**config.mk**
```make
export PLATFORM = sky130hd
export DESIGN_NAME = deferred_flag_unit
export DESIGN_NICKNAME = d
export VERILOG_FILES = /design/src/rtl/dfe_pkg.sv /design/src/rtl/dfe_shift_carry.sv /design/src/rtl/dfe_flag_derive.sv /design/src/rtl/deferred_flag_unit.sv
export SDC_FILE = /design/constraint.sdc
export NUM_CORES = 1
export LEC_CHECK = 0
export BUFFER_PORTS_ARGS = -buffer_cell sky130_fd_sc_hd__buf_2
export CAP_MARGIN = 10
export CORE_ASPECT_RATIO = 1.4
export CORE_MARGIN = 2
export CORE_UTILIZATION = 45
export DETAILED_ROUTE_END_ITERATION = 12
export PLACE_DENSITY = 0.69
export REMOVE_ABC_BUFFERS = 1
export SETUP_SLACK_MARGIN = 0.2
export SKIP_CTS_REPAIR_TIMING = 1
export SLEW_MARGIN = 0
export SYNTH_ARGS = -nofsm -noshare
export SYNTH_HDL_FRONTEND = slang
export SYNTH_HIERARCHICAL = 1
export SYNTH_SLANG_ARGS = --single-unit
```
**constraint.sdc**
```tcl
create_clock -name clk -period 6.6 [get_ports clk]
set_input_delay 0.33 -clock clk [delete_from_list [all_inputs] [get_ports clk]]
set_output_delay 0.33 -clock clk [all_outputs]
set_load 0.05 [all_outputs]
```
**src/rtl/dfe_pkg.sv**
```systemverilog
package dfe_pkg;

    localparam int DATA_W = 32;
    localparam int NFLAG  = 6;

    localparam int FB_C = 0;
    localparam int FB_P = 1;
    localparam int FB_A = 2;
    localparam int FB_Z = 3;
    localparam int FB_S = 4;
    localparam int FB_O = 5;

    typedef enum logic [2:0] {
        K_LOGIC = 3'd0,
        K_ADD   = 3'd1,
        K_SUB   = 3'd2,
        K_SHL   = 3'd3,
        K_SHR   = 3'd4,
        K_SAR   = 3'd5,
        K_RSV   = 3'd6,
        K_UNK   = 3'd7
    } kind_e;

    typedef struct packed {
        kind_e             kind;
        logic [1:0]        size;
        logic [DATA_W-1:0] a;
        logic [DATA_W-1:0] b;
        logic [DATA_W-1:0] r;
    } ctx_t;

    function automatic logic [DATA_W-1:0] size_mask(input logic [1:0] size);
        case (size)
            2'd0:    return DATA_W'(32'h0000_00FF);
            2'd1:    return DATA_W'(32'h0000_FFFF);
            default: return '1;
        endcase
    endfunction

    function automatic logic top_bit(input logic [DATA_W-1:0] v, input logic [1:0] size);
        case (size)
            2'd0:    return v[7];
            2'd1:    return v[15];
            default: return v[DATA_W-1];
        endcase
    endfunction

    function automatic logic [DATA_W-1:0] sign_ext(input logic [DATA_W-1:0] v, input logic [1:0] size);
        case (size)
            2'd0:    return {{(DATA_W-8){v[7]}}, v[7:0]};
            2'd1:    return {{(DATA_W-16){v[15]}}, v[15:0]};
            default: return v;
        endcase
    endfunction

endpackage

```
**src/rtl/dfe_shift_carry.sv**
```systemverilog
module dfe_shift_carry
    import dfe_pkg::*;
#(
    parameter int CNT_W = 5
) (
    input  kind_e             kind,
    input  logic [1:0]        size,
    input  logic [DATA_W-1:0] a,
    input  logic [CNT_W-1:0]  cnt,
    output logic              carry
);
    logic [DATA_W-1:0] a_m;
    logic [DATA_W-1:0] step;
    logic [DATA_W-1:0] left_v;
    logic [DATA_W-1:0] right_v;
    logic [DATA_W-1:0] arith_v;

    always_comb begin
        a_m     = a & size_mask(size);
        step    = DATA_W'(cnt) - DATA_W'(1);
        left_v  = a_m << step;
        right_v = a_m >> step;
        arith_v = DATA_W'($signed(sign_ext(a, size)) >>> step);
        case (kind)
            K_SHL:   carry = top_bit(left_v, size);
            K_SHR:   carry = right_v[0];
            K_SAR:   carry = arith_v[0];
            default: carry = 1'b0;
        endcase
    end
endmodule

```
**src/rtl/dfe_flag_derive.sv**
```systemverilog
module dfe_flag_derive
    import dfe_pkg::*;
#(
    parameter int CNT_W = 5
) (
    input  ctx_t             ctx,
    input  logic [NFLAG-1:0] xflags,
    output logic [NFLAG-1:0] flags
);
    logic [DATA_W-1:0] mask;
    logic [DATA_W-1:0] cnt;
    logic [DATA_W-1:0] sh_now;
    logic [DATA_W-1:0] sh_prev;
    logic [DATA_W-1:0] half_x;
    logic [DATA_W-1:0] ovf_add;
    logic [DATA_W-1:0] ovf_sub;

    always_comb begin
        mask    = size_mask(ctx.size);
        cnt     = DATA_W'(ctx.b[CNT_W-1:0]);
        sh_now  = ctx.a << cnt;
        sh_prev = ctx.a << (cnt - DATA_W'(1));
        half_x  = ctx.a ^ ctx.b ^ ctx.r;
        ovf_add = ~(ctx.a ^ ctx.b) & (ctx.a ^ ctx.r);
        ovf_sub = (ctx.a ^ ctx.b) & (ctx.a ^ ctx.r);

        flags       = '0;
        flags[FB_C] = xflags[FB_C];
        if (ctx.kind == K_UNK || ctx.kind == K_RSV) begin
            flags = xflags;
        end else begin
            flags[FB_Z] = ((ctx.r & mask) == '0);
            flags[FB_S] = top_bit(ctx.r, ctx.size);
            flags[FB_P] = ~^ctx.r[7:0];
            case (ctx.kind)
                K_ADD: begin
                    flags[FB_O] = top_bit(ovf_add, ctx.size);
                    flags[FB_A] = half_x[4];
                end
                K_SUB: begin
                    flags[FB_O] = top_bit(ovf_sub, ctx.size);
                    flags[FB_A] = half_x[4];
                end
                K_SHL:   flags[FB_O] = top_bit(sh_now ^ sh_prev, ctx.size);
                K_SHR:   flags[FB_O] = (cnt == DATA_W'(1)) && top_bit(ctx.a, ctx.size);
                default: ;
            endcase
        end
    end
endmodule

```
**src/rtl/deferred_flag_unit.sv**
```systemverilog
module deferred_flag_unit
    import dfe_pkg::*;
#(
    parameter int CNT_W = 5
) (
    input  logic        clk,
    input  logic        rst,
    input  logic        rec_en,
    input  logic [2:0]  rec_kind,
    input  logic [1:0]  rec_size,
    input  logic [31:0] rec_a,
    input  logic [31:0] rec_b,
    input  logic [31:0] rec_res,
    input  logic        rec_carry,
    input  logic        wr_en,
    input  logic [5:0]  wr_flags,
    output logic        flag_carry,
    output logic        flag_parity,
    output logic        flag_aux,
    output logic        flag_zero,
    output logic        flag_sign,
    output logic        flag_ovf
);
    typedef struct packed {
        ctx_t             ctx;
        logic [NFLAG-1:0] x;
    } state_t;

    state_t            st_d, st_q;
    kind_e             rk;
    logic              rk_shift;
    logic              rk_valid;
    logic              rec_ok;
    logic [CNT_W-1:0]  rec_cnt;
    logic              sh_carry;
    logic [NFLAG-1:0]  flg;

    assign rk       = kind_e'(rec_kind);
    assign rec_cnt  = rec_b[CNT_W-1:0];
    assign rk_shift = (rk == K_SHL) || (rk == K_SHR) || (rk == K_SAR);
    assign rk_valid = (rk != K_RSV) && (rk != K_UNK);

    dfe_shift_carry #(.CNT_W(CNT_W)) u_shc (
        .kind  (rk),
        .size  (rec_size),
        .a     (rec_a),
        .cnt   (rec_cnt),
        .carry (sh_carry)
    );

    always_comb begin
        st_d   = st_q;
        rec_ok = rec_en && rk_valid && !(rk_shift && rec_cnt == '0);
        if (wr_en) begin
            st_d.x        = wr_flags;
            st_d.ctx.kind = K_UNK;
        end else if (rec_ok) begin
            st_d.ctx.kind = rk;
            st_d.ctx.size = rec_size;
            st_d.ctx.a    = rec_a;
            st_d.ctx.b    = rec_b;
            st_d.ctx.r    = rec_res;
            if (rk_shift)
                st_d.x[FB_C] = sh_carry;
            else if (rk == K_LOGIC)
                st_d.x[FB_C] = 1'b0;
            else
                st_d.x[FB_C] = rec_carry;
        end
    end

    always_ff @(posedge clk) begin
        if (rst) begin
            st_q          <= '0;
            st_q.ctx.kind <= K_UNK;
        end else begin
            st_q <= st_d;
        end
    end

    dfe_flag_derive #(.CNT_W(CNT_W)) u_drv (
        .ctx    (st_q.ctx),
        .xflags (st_q.x),
        .flags  (flg)
    );

    assign flag_carry  = flg[FB_C];
    assign flag_parity = flg[FB_P];
    assign flag_aux    = flg[FB_A];
    assign flag_zero   = flg[FB_Z];
    assign flag_sign   = flg[FB_S];
    assign flag_ovf    = flg[FB_O];

    a_r1_reset_clear: assert property (@(posedge clk) rst |=> (flg == '0));

    a_r2_write_loads: assert property (@(posedge clk) disable iff (rst)
        wr_en |=> (flg == $past(wr_flags)));

    a_r9_shr_count_one: assert property (@(posedge clk) disable iff (rst)
        (st_q.ctx.kind == K_SHR && st_q.ctx.b[CNT_W-1:0] != CNT_W'(1)) |-> !flg[FB_O]);

    a_r10_no_overflow: assert property (@(posedge clk) disable iff (rst)
        (st_q.ctx.kind == K_SAR || st_q.ctx.kind == K_LOGIC) |-> !flg[FB_O]);

    a_r10_no_aux: assert property (@(posedge clk) disable iff (rst)
        (st_q.ctx.kind inside {K_SHL, K_SHR, K_SAR, K_LOGIC}) |-> !flg[FB_A]);

    a_r13_ignored_record: assert property (@(posedge clk) disable iff (rst)
        (rec_en && !wr_en && (!rk_valid || (rk_shift && rec_cnt == '0))) |=> $stable(flg));
endmodule

```
* Word level (Yosys, flattened, before mapping)
Index checks and enable logic that the tools add are counted. Widths: inputs -> output; s select.
Word-level totals: register bits 107, input bits 112, output and inout bits 6, word-level logic and storage cells 76
Cells by class: add/subtract/negate cells 2, equality and inequality tests 14, shift-type cells 5, mux-type cells 19, bitwise gates (word level) 10, reduce and logical (&&, ||, !) cells 19
Operator list (number):
- $pmux 32 s2 | 3
- $and 32x32->32 | 4
- $xor 32x32->32 | 3
- $shl 32x32->32 | 2
- $logic_not 32->1 | 1
- $not 32->32 | 1
- $shl 32x5->32 | 1
- $shr 32x32->1 | 1
- $sshr 32x32->1 | 1
- $eq 3x3->1 const B | 5
- $pmux 1 s2 | 6
- $sub 5x1->6 const B | 2
- $eq 3x2->1 const B | 3
- $reduce_xnor 8->1 | 1
- $mux 1 | 7
- $ne 3x3->1 const B | 2
- $eq 5x1->1 const B | 1
- $logic_and 1x1->1 | 5
- $logic_not 5->1 | 1
- $mux 5 | 1
- $xor 5x5->5 | 1
- $eq 2x1->1 const B | 2
- $logic_not 2->1 | 2
- $pmux 1 s4 | 1
- other kinds (9) | 12

* Logic depth before layout (Yosys ltp)
depth in word-level cells 9, gate-level depth with buffers 17, mapped depth without buffers 12

* Cells and area by module
The synthesis kept the hierarchy.
Modules (own cells, without submodules):
- deferred_flag_unit | times used 1, cells an instance 483, area an instance 3925.0 sq um, sequential area each 2142.1 sq um
- dfe_flag_derive | times used 1, cells an instance 155, area an instance 1308.8 sq um, sequential area each 0.0 sq um
- dfe_shift_carry | times used 1, cells an instance 113, area an instance 952.2 sq um, sequential area each 0.0 sq um

* Worst setup path after synthesis
No wires, ideal clock.
path kind register to output, from register st_q[38] (netlist name), to output flag_ovf, arrival time 3.206 ns, required time 6.270 ns, setup slack 3.064 ns, stages on the path, launching flop included 13, path buffers 3, cell sequence dfxtp_1 -> buf_6 -> buf_2 -> inv_1 -> ha_1 -> buf_2 -> inv_1 -> mux4_2 -> a2bb2oi_2 -> o22a_1 -> a22oi_1 -> or4b_1 -> nand4_1
On the way: word-level cells in the longest chain between the ends 6, elaborated cells between the ends (all ways) 9, those cells by class 1 x add/sub; 1 x eq/ne; 2 x shift; 3 x mux; 1 x bitwise; 1 x reduce/logical
RTL lines:
- $sub 5x1->6 | line dfe_flag_derive.sv:22 | sh_prev = ctx.a << (cnt - DATA_W'(1));
- $shl 32x32->32 | line dfe_flag_derive.sv:22
- $xor 32x32->32 | line dfe_flag_derive.sv:44 | K_SHL: flags[FB_O] = top_bit(sh_now ^ sh_prev, ctx.size);
- $pmux 1 s2 | line dfe_pkg.sv:41 | case (size)
- $pmux 1 s4 * | line dfe_flag_derive.sv:35 | case (ctx.kind)
- $mux 5 * | line dfe_flag_derive.sv:29 | if (ctx.kind == K_UNK || ctx.kind == K_RSV) begin
- to (decl) | line deferred_flag_unit.sv:22 | output logic flag_ovf
Mark *: on every way between the ends. The rest lies on a longest branch, timed or not.

* Worst setup path in the final report
from register st_q[39] (netlist name), to output flag_ovf
On the way: word-level cells in the longest chain between the ends 6, elaborated cells between the ends (all ways) 9, those cells by class 1 x add/sub; 1 x eq/ne; 2 x shift; 3 x mux; 1 x bitwise; 1 x reduce/logical
RTL lines (line):
- $sub 5x1->6 | dfe_flag_derive.sv:22
- $shl 32x32->32 | dfe_flag_derive.sv:22
- $xor 32x32->32 | dfe_flag_derive.sv:44
- $pmux 1 s2 | dfe_pkg.sv:41
- $pmux 1 s4 * | dfe_flag_derive.sv:35
- $mux 5 * | dfe_flag_derive.sv:29
Marks and branches as above.

==> metrics.txt <==
outcome finished, final reports clean; Rel. slew slack 0.307; global routing usage on met2 0.396; Final Hold Viols 0; placed inst area around 0.0057 sq mm; period utilization 0.608; pwr dens roughly 210 mW/mm^2; CP Launch Type flop; max reg flops 83; met1 usage 0.260; die width just under 100 um; Hold Path Class in -> reg; port bufs between 90 and 100; initial antenna violation count 0; Root Driver clkbuf_16; Leak about 2.3 nW; fin util 0.508; post-DR wirelength/cell roughly 17 um; Slowest-stage cell, CP mux4_2; GRT Util Overall 0.225; # diodes 0; Std-Cell Rows 47; Detailed Route Iter0 Violations around 200; I/O pin cnt around 120; post-synthesis instance area roughly 0.0054 sq mm; share of layout cells above drive strength 1 0.214; Critical Path End Type primary output; Final Cell Area between 0.005 and 0.006 sq mm; Crit path top cell by count inv_1; Layout fillers around 1,200; endpoints failing setup 0; Net Switching 0.379 mW; nets around 830; FMAX between 0.2 and 0.25 GHz; Final WS setup 2.59 ns; Worst Path Required 6.27 ns; clk_lat worst skew 0.34 ns; Register Area around 0.0017 sq mm; Core Area ~0.012 sq mm; Final ANT Viol Nets 0; VDD IR-drop max between 0.15 and 0.2 mV; critical path class reg -> out; synthesized instance count ~650; CTS tree built; synth-to-layout area growth 10.7%; Biggest register st_q; M3 GR Usage 0.0368; Placer Congestion between 0.8 and 0.9; Initial Util 0.459; Int Pwr 0.890 mW; hold_sp rec_res[13]; Worst Tran Pin Value roughly 1.0 ns; worst path cell trace inv_1 -> ha_1 -> inv_1 -> mux4_2 -> a2bb2oi_2 -> o22a_1 -> a22oi_1 -> or4b_1 -> nand4_1 -> buf_2; Clock Power Share 0.372; Setup WS pre-CTS between 2 and 2.5 ns; vias in the first global route 4,752; total gr overflow 0; CP Launch Point st_q[39]$_SDFFE_PP0P_; Multi-input gate area roughly 0.0033 sq mm; die area 0.0129 sq mm; total wire length ~14,000 um; Die Span Y approximately 130 um; GR peak layer met2; synth warn 6; Gate power share 0.200; Critical Path Max Stage Delay 0.56 ns; setup TNS 0 ns; RSZ-0062 raised after global routing false; drt drc 0; via count about 5,000; maximum number of pins on one net before global-route repair between 80 and 90; clk sink count 83; Slew Viols, Final 0; crit path DAT between 3 and 4 ns; CTS Buffer Depth 2; first-pass GRT wire length between 20,000 and 25,000 um; clock skew 0 ns; Worst-path clk slew approximately 0.070 ns; Top Registers st_q: 83 flops; 1st-pass router iterations 5; total of max-cap violations 0; worst-path maximum fanout 10; Mean Syn Cell Area 8.26 sq um; H-tree lvl count 3; HPWL after DPL a little over 10,000 um; CTS buffer count 9; via-per-instance ratio around 5.8; Period minus WS final roughly 4 ns; Seq pwr share 0.428; R2R Path Start st_q[40]$_SDFFE_PP0P_; Switching Share 0.299
[power groups by stage]
| stage | Clock, mW | Combinational [mW] | Sequential (mW) |
|---|---|---|---|
| 5_1_grt | 0.502 | 0.278 | 0.547 |
| 3_5_place_dp | 0 | 0.252 | 0.555 |
| 3_3_place_gp | 0 | 0.247 | 0.554 |
| 4_1_cts | 0.480 | 0.253 | 0.544 |
| 6_report | 0.472 | 0.253 | 0.544 |
| 2_1_floorplan | 0 | 0.159 | 0.551 |
[per-stage QoR]
step                hold WS [ns]  power (mW)  instances
CTS                        0.213        1.28        862
global placement           0.443       0.801        846
finish                     0.217        1.27        862
global route               0.220        1.33        862
detailed placement         0.447       0.807        846
floorplan                  0.395       0.710        601
[final cells by class]
cell class | count | area share
Multi-Input combinational cell | 493 | 0.545
Sequential cell | 83 | 0.278
Timing Repair Buffer | 98 | 0.0842
Clock buffer | 10 | 0.0383
Tap cell | 147 | 0.0308
Inverter | 25 | 0.0157
Clock inverter | 6 | 0.00816
[layer usage]
layer  up-vias  routed length, um
li1       2433                  -
met1      2395               5720
met2        98               7600
met3        36                442
met4         0                460
met5         -                  0
[critical path: cells and delay by family (launching register included)]
| kind | cells | cell delay [ns] |
|---|---|---|
| flip-flops | 1 | 0.54 |
| buffers and inverters | 3 | 0.68 |
| AO/OA/AOI/OAI | 3 | 0.51 |
| AND/OR/NAND/NOR | 2 | 0.58 |
| multiplexers | 1 | 0.56 |
| adder cells (fa/ha/maj) | 1 | 0.47 |
[placed cells by master, fill, tap and decap left out, types with 4 or more instances in the layout]
cell	count
nand3_1	9
a211oi_1	4
buf_2	93
nor2b_1	5
mux2i_1	20
nand4_1	7
mux2_2	9
clkbuf_16	9
nor4_1	8
mux4_2	15
inv_1	25
o211ai_1	4
nor2_1	31
o21ai_0	14
a21oi_1	86
nor3_1	6
nand2b_1	6
xnor2_1	9
nand4b_1	5
dfxtp_1	83
ha_1	7
mux4_1	10
a31oi_1	5
buf_4	5
nand2_1	174
[worst paths after layout]
path / end / depth (start not counted) / slack [ns]
setup / recovery: flag_ovf / 10 / 2.59
hold / removal: st_q[19]$_SDFFE_PP0P_ / 3 / 0.22
setup reg to reg: st_q[40]$_SDFFE_PP0P_ / 2 / 5.57
hold reg to reg: st_q[12]$_SDFFE_PP0P_ / 2 / 0.45
(Power assumes the default switching activity.)
